File: config.mk
export PLATFORM = sky130hd
export DESIGN_NAME = isoDmaReq
export DESIGN_NICKNAME = d
export VERILOG_FILES = /design/src/rtl/isoDmaPkg.sv /design/src/rtl/isoReqCtrl.sv /design/src/rtl/isoReqRegs.sv /design/src/rtl/isoDmaReq.sv
export SDC_FILE = /design/constraint.sdc
export NUM_CORES = 1
export LEC_CHECK = 0
export ABC_AREA = 1
export ABC_CLOCK_PERIOD_IN_PS = 1200
export BUFFER_PORTS_ARGS = -buffer_cell sky130_fd_sc_hd__buf_2
export CORE_AREA = 5 5 147 149
export DETAILED_ROUTE_END_ITERATION = 6
export DIE_AREA = 0 0 152 154
export HOLD_SLACK_MARGIN = 0.02
export PLACE_DENSITY_LB_ADDON = 0.25
export SLEW_MARGIN = 5
export SYNTH_ARGS = -nofsm -noshare
export SYNTH_HDL_FRONTEND = slang
export SYNTH_SLANG_ARGS = --single-unit
File: constraint.sdc
create_clock -name clk -period 1.2 [get_ports clk]
set_clock_uncertainty 0.1 [all_clocks]
set_input_delay 0.24 -clock clk [delete_from_list [all_inputs] [get_ports clk]]
set_output_delay 0.24 -clock clk [all_outputs]
set_load 0.02 [all_outputs]
File: src/rtl/isoDmaPkg.sv
package isoDmaPkg;
  // Per-endpoint decisions handed from control to the register datapath.
  typedef struct packed {
    logic raise;     // frame tick accepted as a new request
    logic service;   // request served: load buffer
    logic complete;  // outstanding transfer finished
    logic drop;      // stale buffer discarded on service
  } epStrobe_t;
endpackage

File: src/rtl/isoReqCtrl.sv
module isoReqCtrl
  import isoDmaPkg::*;
#(
  parameter int unsigned NUM_EP = 32,
  parameter logic [NUM_EP-1:0] ISO_EP_MASK = '1
) (
  input  logic frameTick,
  input  logic [NUM_EP-1:0] dmaModeSel,
  input  logic [NUM_EP-1:0] dmaEnable,
  input  logic [NUM_EP-1:0] descValid,
  input  logic [NUM_EP-1:0] reqClr,
  input  logic [NUM_EP-1:0] xferDone,
  input  logic [NUM_EP-1:0] reqQ,
  input  logic [NUM_EP-1:0] newReqQ,
  input  logic [NUM_EP-1:0] activeQ,
  output epStrobe_t [NUM_EP-1:0] strb
);
  for (genvar ep = 0; ep < NUM_EP; ep++) begin : g_ep
    logic armed;
    assign armed = ISO_EP_MASK[ep] & dmaModeSel[ep];
    always_comb begin
      strb[ep].raise    = frameTick & armed & ~reqQ[ep] & ~reqClr[ep];
      strb[ep].service  = newReqQ[ep] & reqQ[ep] & dmaEnable[ep]
                          & descValid[ep] & ~reqClr[ep];
      strb[ep].complete = xferDone[ep] & activeQ[ep];
      strb[ep].drop     = strb[ep].service & activeQ[ep] & ~xferDone[ep];
    end
  end
endmodule

File: src/rtl/isoReqRegs.sv
module isoReqRegs
  import isoDmaPkg::*;
#(
  parameter int unsigned NUM_EP = 32
) (
  input  logic clk,
  input  logic rstN,
  input  epStrobe_t [NUM_EP-1:0] strb,
  input  logic [NUM_EP-1:0] reqSet,
  input  logic [NUM_EP-1:0] reqClr,
  input  logic [NUM_EP-1:0] eotClr,
  output logic [NUM_EP-1:0] reqQ,
  output logic [NUM_EP-1:0] newReqQ,
  output logic [NUM_EP-1:0] activeQ,
  output logic [NUM_EP-1:0] eotQ,
  output logic [NUM_EP-1:0] fetchQ,
  output logic [NUM_EP-1:0] flushQ
);
  logic [NUM_EP-1:0] svcV;

  for (genvar ep = 0; ep < NUM_EP; ep++) begin : g_ep
    assign svcV[ep] = strb[ep].service;
    always_ff @(posedge clk or negedge rstN) begin
      if (!rstN) begin
        reqQ[ep]    <= 1'b0;
        newReqQ[ep] <= 1'b0;
        activeQ[ep] <= 1'b0;
        eotQ[ep]    <= 1'b0;
        fetchQ[ep]  <= 1'b0;
        flushQ[ep]  <= 1'b0;
      end else begin
        if (reqClr[ep])
          reqQ[ep] <= 1'b0;
        else
          reqQ[ep] <= (reqQ[ep] & ~strb[ep].service) | strb[ep].raise | reqSet[ep];
        newReqQ[ep] <= strb[ep].raise;
        if (strb[ep].service)       activeQ[ep] <= 1'b1;
        else if (strb[ep].complete) activeQ[ep] <= 1'b0;
        eotQ[ep]   <= (eotQ[ep] & ~eotClr[ep]) | strb[ep].complete;
        fetchQ[ep] <= strb[ep].service;
        flushQ[ep] <= strb[ep].drop;
      end
    end
  end

  // a request bit only falls through a clear or a service.
  assert_req_hold_R3: assert property (@(posedge clk) disable iff (!rstN)
    1 |=> ((($past(reqQ) & ~$past(reqClr) & ~$past(svcV)) & ~reqQ) == '0));
  // a cleared bit reads zero after the edge.
  assert_clr_wins_R5: assert property (@(posedge clk) disable iff (!rstN)
    (|reqClr) |=> ((reqQ & $past(reqClr)) == '0));
  // a fetch only follows a freshly raised request.
  assert_fetch_edge_R2: assert property (@(posedge clk) disable iff (!rstN)
    1 |=> ((fetchQ & ~$past(newReqQ)) == '0));
  // a flush never appears without a fetch.
  assert_flush_fetch_R7: assert property (@(posedge clk) disable iff (!rstN)
    ((flushQ & ~fetchQ) == '0));
  // end-of-transfer only rises on an outstanding transfer.
  assert_eot_source_R8: assert property (@(posedge clk) disable iff (!rstN)
    1 |=> ((eotQ & ~$past(eotQ) & ~$past(activeQ)) == '0));
  // end-of-transfer falls only on its own clear.
  assert_eot_sticky_R9: assert property (@(posedge clk) disable iff (!rstN)
    1 |=> ((~eotQ & $past(eotQ) & ~$past(eotClr)) == '0));
endmodule

File: src/rtl/isoDmaReq.sv
module isoDmaReq
  import isoDmaPkg::*;
#(
  parameter int unsigned NUM_EP = 32,
  parameter logic [NUM_EP-1:0] ISO_EP_MASK = 32'hFFFF_FFF0
) (
  input  logic clk,
  input  logic rstN,
  input  logic frameTick,
  input  logic [NUM_EP-1:0] dmaModeSel,
  input  logic [NUM_EP-1:0] dmaEnable,
  input  logic [NUM_EP-1:0] descValid,
  input  logic [NUM_EP-1:0] xferDone,
  input  logic [NUM_EP-1:0] reqSet,
  input  logic [NUM_EP-1:0] reqClr,
  input  logic [NUM_EP-1:0] eotClr,
  input  logic [NUM_EP-1:0] eotMask,
  output logic [NUM_EP-1:0] reqStatus,
  output logic [NUM_EP-1:0] fetchStrobe,
  output logic [NUM_EP-1:0] flushStrobe,
  output logic [NUM_EP-1:0] eotFlag,
  output logic eotIrq
);
  epStrobe_t [NUM_EP-1:0] strb;
  logic [NUM_EP-1:0] reqQ, newReqQ, activeQ, eotQ, fetchQ, flushQ;

  isoReqCtrl #(.NUM_EP(NUM_EP), .ISO_EP_MASK(ISO_EP_MASK)) u_ctrl (
    .frameTick(frameTick), .dmaModeSel(dmaModeSel), .dmaEnable(dmaEnable),
    .descValid(descValid), .reqClr(reqClr), .xferDone(xferDone),
    .reqQ(reqQ), .newReqQ(newReqQ), .activeQ(activeQ), .strb(strb)
  );

  isoReqRegs #(.NUM_EP(NUM_EP)) u_regs (
    .clk(clk), .rstN(rstN), .strb(strb), .reqSet(reqSet), .reqClr(reqClr),
    .eotClr(eotClr), .reqQ(reqQ), .newReqQ(newReqQ), .activeQ(activeQ),
    .eotQ(eotQ), .fetchQ(fetchQ), .flushQ(flushQ)
  );

  assign reqStatus   = reqQ;
  assign fetchStrobe = fetchQ;
  assign flushStrobe = flushQ;
  assign eotFlag     = eotQ;
  assign eotIrq      = |(eotQ & eotMask);

  // a request bit can only rise on an isochronous endpoint or by a set.
  assert_iso_only_R1: assert property (@(posedge clk) disable iff (!rstN)
    1 |=> ((reqStatus & ~$past(reqStatus) & ~ISO_EP_MASK & ~$past(reqSet)) == '0));
  // no fetch on an endpoint with its DMA path disabled.
  assert_dma_gate_R11: assert property (@(posedge clk) disable iff (!rstN)
    1 |=> ((fetchStrobe & ~$past(dmaEnable)) == '0));
endmodule

==> out/metrics.sh <==
RUN_STATUS='complete, but fails checks'
VIOLATIONS='negative setup slack'
EFFECTIVE_UTILIZATION_AT_FLOORPLAN=0.3402
PRECTSSETUPSLACK_PS=-404.3
DIE_H_UM=154
NUMCLOCKSINKS=176
STARTPOINT_CLASS='register'
NNETSFINAL=1606
FINALCRITICALPERIOD_PS=1941
FMAX_GHz=0.5152
SETUP_VIOL_COUNT_FINAL=126
WORST_SETUP_PATH_END_KIND='output port'
FIRST_PASS_GRT_WIRE_LENGTH_UM=41320
PORTION_OF_THE_CLOCK_CYCLE_CONSUMED_BY_THE_WORST_PATH_IN_THE_FINAL_LAYOUT=1.618
GRT_SETUP_UNREPAIRED='yes'
YS_FF_LATCH=176
CLK-INSERTION-DELAY-LATE_PS=420
TIMING.RR.END='u_regs.flushQ[29]'
TRITONCTS.NUM_BUFFERS=17
VIASPERCELL=4.599
POWER-PER-CELL-AREA_mW_PER_MM2=1072
HOLD_PATH_CLASS='in -> reg'
WORST-PATH-MAX-FANOUT=2
POST-ROUTE-WORST-SETUP-SLACK_PS=-741.1
GR-TOTAL-OVERFLOW=0
WORSTREGTOREGCELLS=6
SYNTH_FF_TYPE='dfrtp_1'
GP_CONGESTION=0.8478
DIE_WIDTH_UM=152
DETAILEDROUTE.FIRSTITERATIONVIOLATIONS=362
MAX_SLEW_VIOLATION_COUNT=0
GRT_MAX_DEGREE=54
ANT_NETS=0
MAX-CAP-VIOLATIONS=0
CLOCKBUFFERDEPTH=2
WIRE_PER_INST_UM=16.70
YOSYSSEQAREASHARE=0.6460
REG2REG_SETUP_SLACK_PS=-60
DRT-TOTAL-WL_UM=27220
FP.COREAREA_MM2=0.02004
YOSYS.AREA.TOP_TYPE_SHARE=0.6460
SYNTH_AREA_LEADER_CELL='dfrtp_1'
YOSYS-TOP-CELLS-COUNT='dfrtp_1, inv_1, nand2_1, o21ai_0, nor2_1'
FIN_SETUP_TNS_PS=-14750
SYNTH_ENABLE_FLOP_CELLS=0
CTS.REPORTEDPATHS.CLKPINSLEW_PS=70
GR_USAGE_TOTAL=0.2203
GRT_PASS1_VIAS=7957
GRT_ANTENNA_BEFORE_REPAIR=1
SYNTH.CELL_AREA_MM2=0.006818
DR_TOTAL_VIAS=7497
DIE_AREA_MM2=0.02341
YOSYSMOSTFREQUENTCELL='dfrtp_1'
GATE_COUNT_AFTER_TECHNOLOGY_MAPPING=719
CTS_TREE='built'
PEAK_SUPPLY_DROP_mV=0.9198
DETAILEDROUTE.FIRSTPASSITERATIONCOUNT=5
CTSHTREEMAXLEVEL=4
HOLD_VIOLATIONS=0
PLACEMENT_ROWS=52
YS_TOP_CELLS_BY_AREA='dfrtp_1, inv_1, o21ai_0'
SHARE_OF_POST_ROUTE_CELLS_WITH_DRIVE_STRENGTH_ABOVE_1=0.3919
HPWLAFTERDP_UM=17530
SYNTH_CELL_TYPES=15
TIMING.SETUP.CRITICAL_PATH_CLASS='reg -> out'
TIMING.RR.START='u_regs.reqQ[29]'
SYN_TO_FINAL_GROWTH_PCT=88.68
YS.WARNINGS.COUNT=0
CLOCKROOTBUFFER='clkbuf_16'
DESIGN_POWER_TOTAL_uW=13790
DRCVIOLATIONCOUNT=0
HOLDPATHSTAGES=3
HOLD_PATH_END='u_regs.reqQ[27]'
HP-START='reqSet[27]'
TOP_LEVEL_PORTS=388
NUM_ANTENNA_CELLS=0
SYNTH.AVG_CELL_AREA_UM2=9.482
PORT-BUFFER-COUNT=363
POWER.STATIC_LEAKAGE_uW=0.006826
ASYNCSETRESETFLOPFRACSYNTH=1.000
CP_DATA_REQUIRED_TIME_PS=860
WORST-ENDPOINT-ARRIVAL_PS=1600
final cells by class:
type / count / area [um^2]
Timing Repair Buffer: 613 / 5036
Inverter: 146 / 553.0
Clock inverter: 15 / 152.6
Multi-Input combinational cell: 393 / 1933
Sequential cell: 176 / 4425
Clock buffer: 17 / 425.4
Fill cell: 1531 / 7176
Tap cell: 270 / 337.8
where the power goes:
part	total (uW)	internal (uW)	switching (uW)
Sequential	6200	6080	120
Combinational	2130	1160	967
Clock	5460	2930	2530
Total	13800	10200	3610
kinds of logic after synthesis:
group | after synthesis | synth area share
AND/OR/NAND/NOR | 274 | 0.1784
AO/OA/AOI/OAI | 111 | 0.08148
other | 1 | 0.0005500
buffers and inverters | 157 | 0.09359
flip-flops | 176 | 0.6460
critical path: stages, from the launching register on:
cell	delay, ps
dfrtp_2	400
nand2_1	60
nand2_1	90
nor2_4	150
nand2_1	80
nor2_2	120
buf_6	110
nand2_4	40
buf_6	130
flip-flops by register name, indices dropped and copies added (netlist names):
name	flops
u_regs.reqQ	32
u_regs.activeQ	28
u_regs.flushQ	28
u_regs.fetchQ	28
u_regs.eotQ	32
u_regs.newReqQ	28
how the worst max path moves through the flow:
stage,start,to,depth (start not counted)
after CTS,u_regs.eotQ[8],eotIrq,9
after detailed placement,u_regs.eotQ[8],eotIrq,9
final,u_regs.eotQ[16],eotIrq,8
after global routing,u_regs.eotQ[17],eotIrq,8
after global placement,u_regs.eotQ[8],eotIrq,9
after floorplan,u_regs.eotQ[28],eotIrq,6
routing by layer:
metal  up-vias  global-route usage  routed length [um]
met5         -                   0                   7
met4         2             0.09846                1008
met3        80             0.06380                1708
met2       363              0.3918               14200
met1      3524              0.2453               10300
li1       3528                   -                   -
per-stage QoR:
| stage | hold WS (ps) | cells | utilization | cell area [um^2] |
|---|---|---|---|---|
| final | 28.03 | 1630 | 0.6419 | 12860 |
| after global routing | 24.14 | 1630 | 0.6419 | 12860 |
| after CTS | 21.05 | 1612 | 0.6269 | 12560 |
| after detailed placement | -8.326 | 1390 | 0.4636 | 9290 |
| after global placement | -10.54 | 1390 | 0.4636 | 9290 |
| after floorplan | -155.6 | 726 | - | 6867 |
placed cells by master (no fill, tap or decap), drive strengths merged:
master / count
dlygate4sd3: 164
clkinv: 7
bufinv: 1
clkbuf: 17
o21ai: 83
a21oi: 28
nand4: 28
inv: 152
clkinvlp: 1
dfrtp: 176
nand2: 87
nor2: 76
buf: 449
nand3: 53
or2: 1
conb: 8
nor3: 29
what timing repair did:
action | in CTS | in global routing
endpoints found under the setup margin | 121 | 148
setup buffers | 30 | 28
hold endpoints to repair | 334 | 0
resized for setup | 268 | 65
pin swaps | 3 | 14
hold buffers | 164 | 0
No activity file was read; power rests on OpenSTA's default activity.
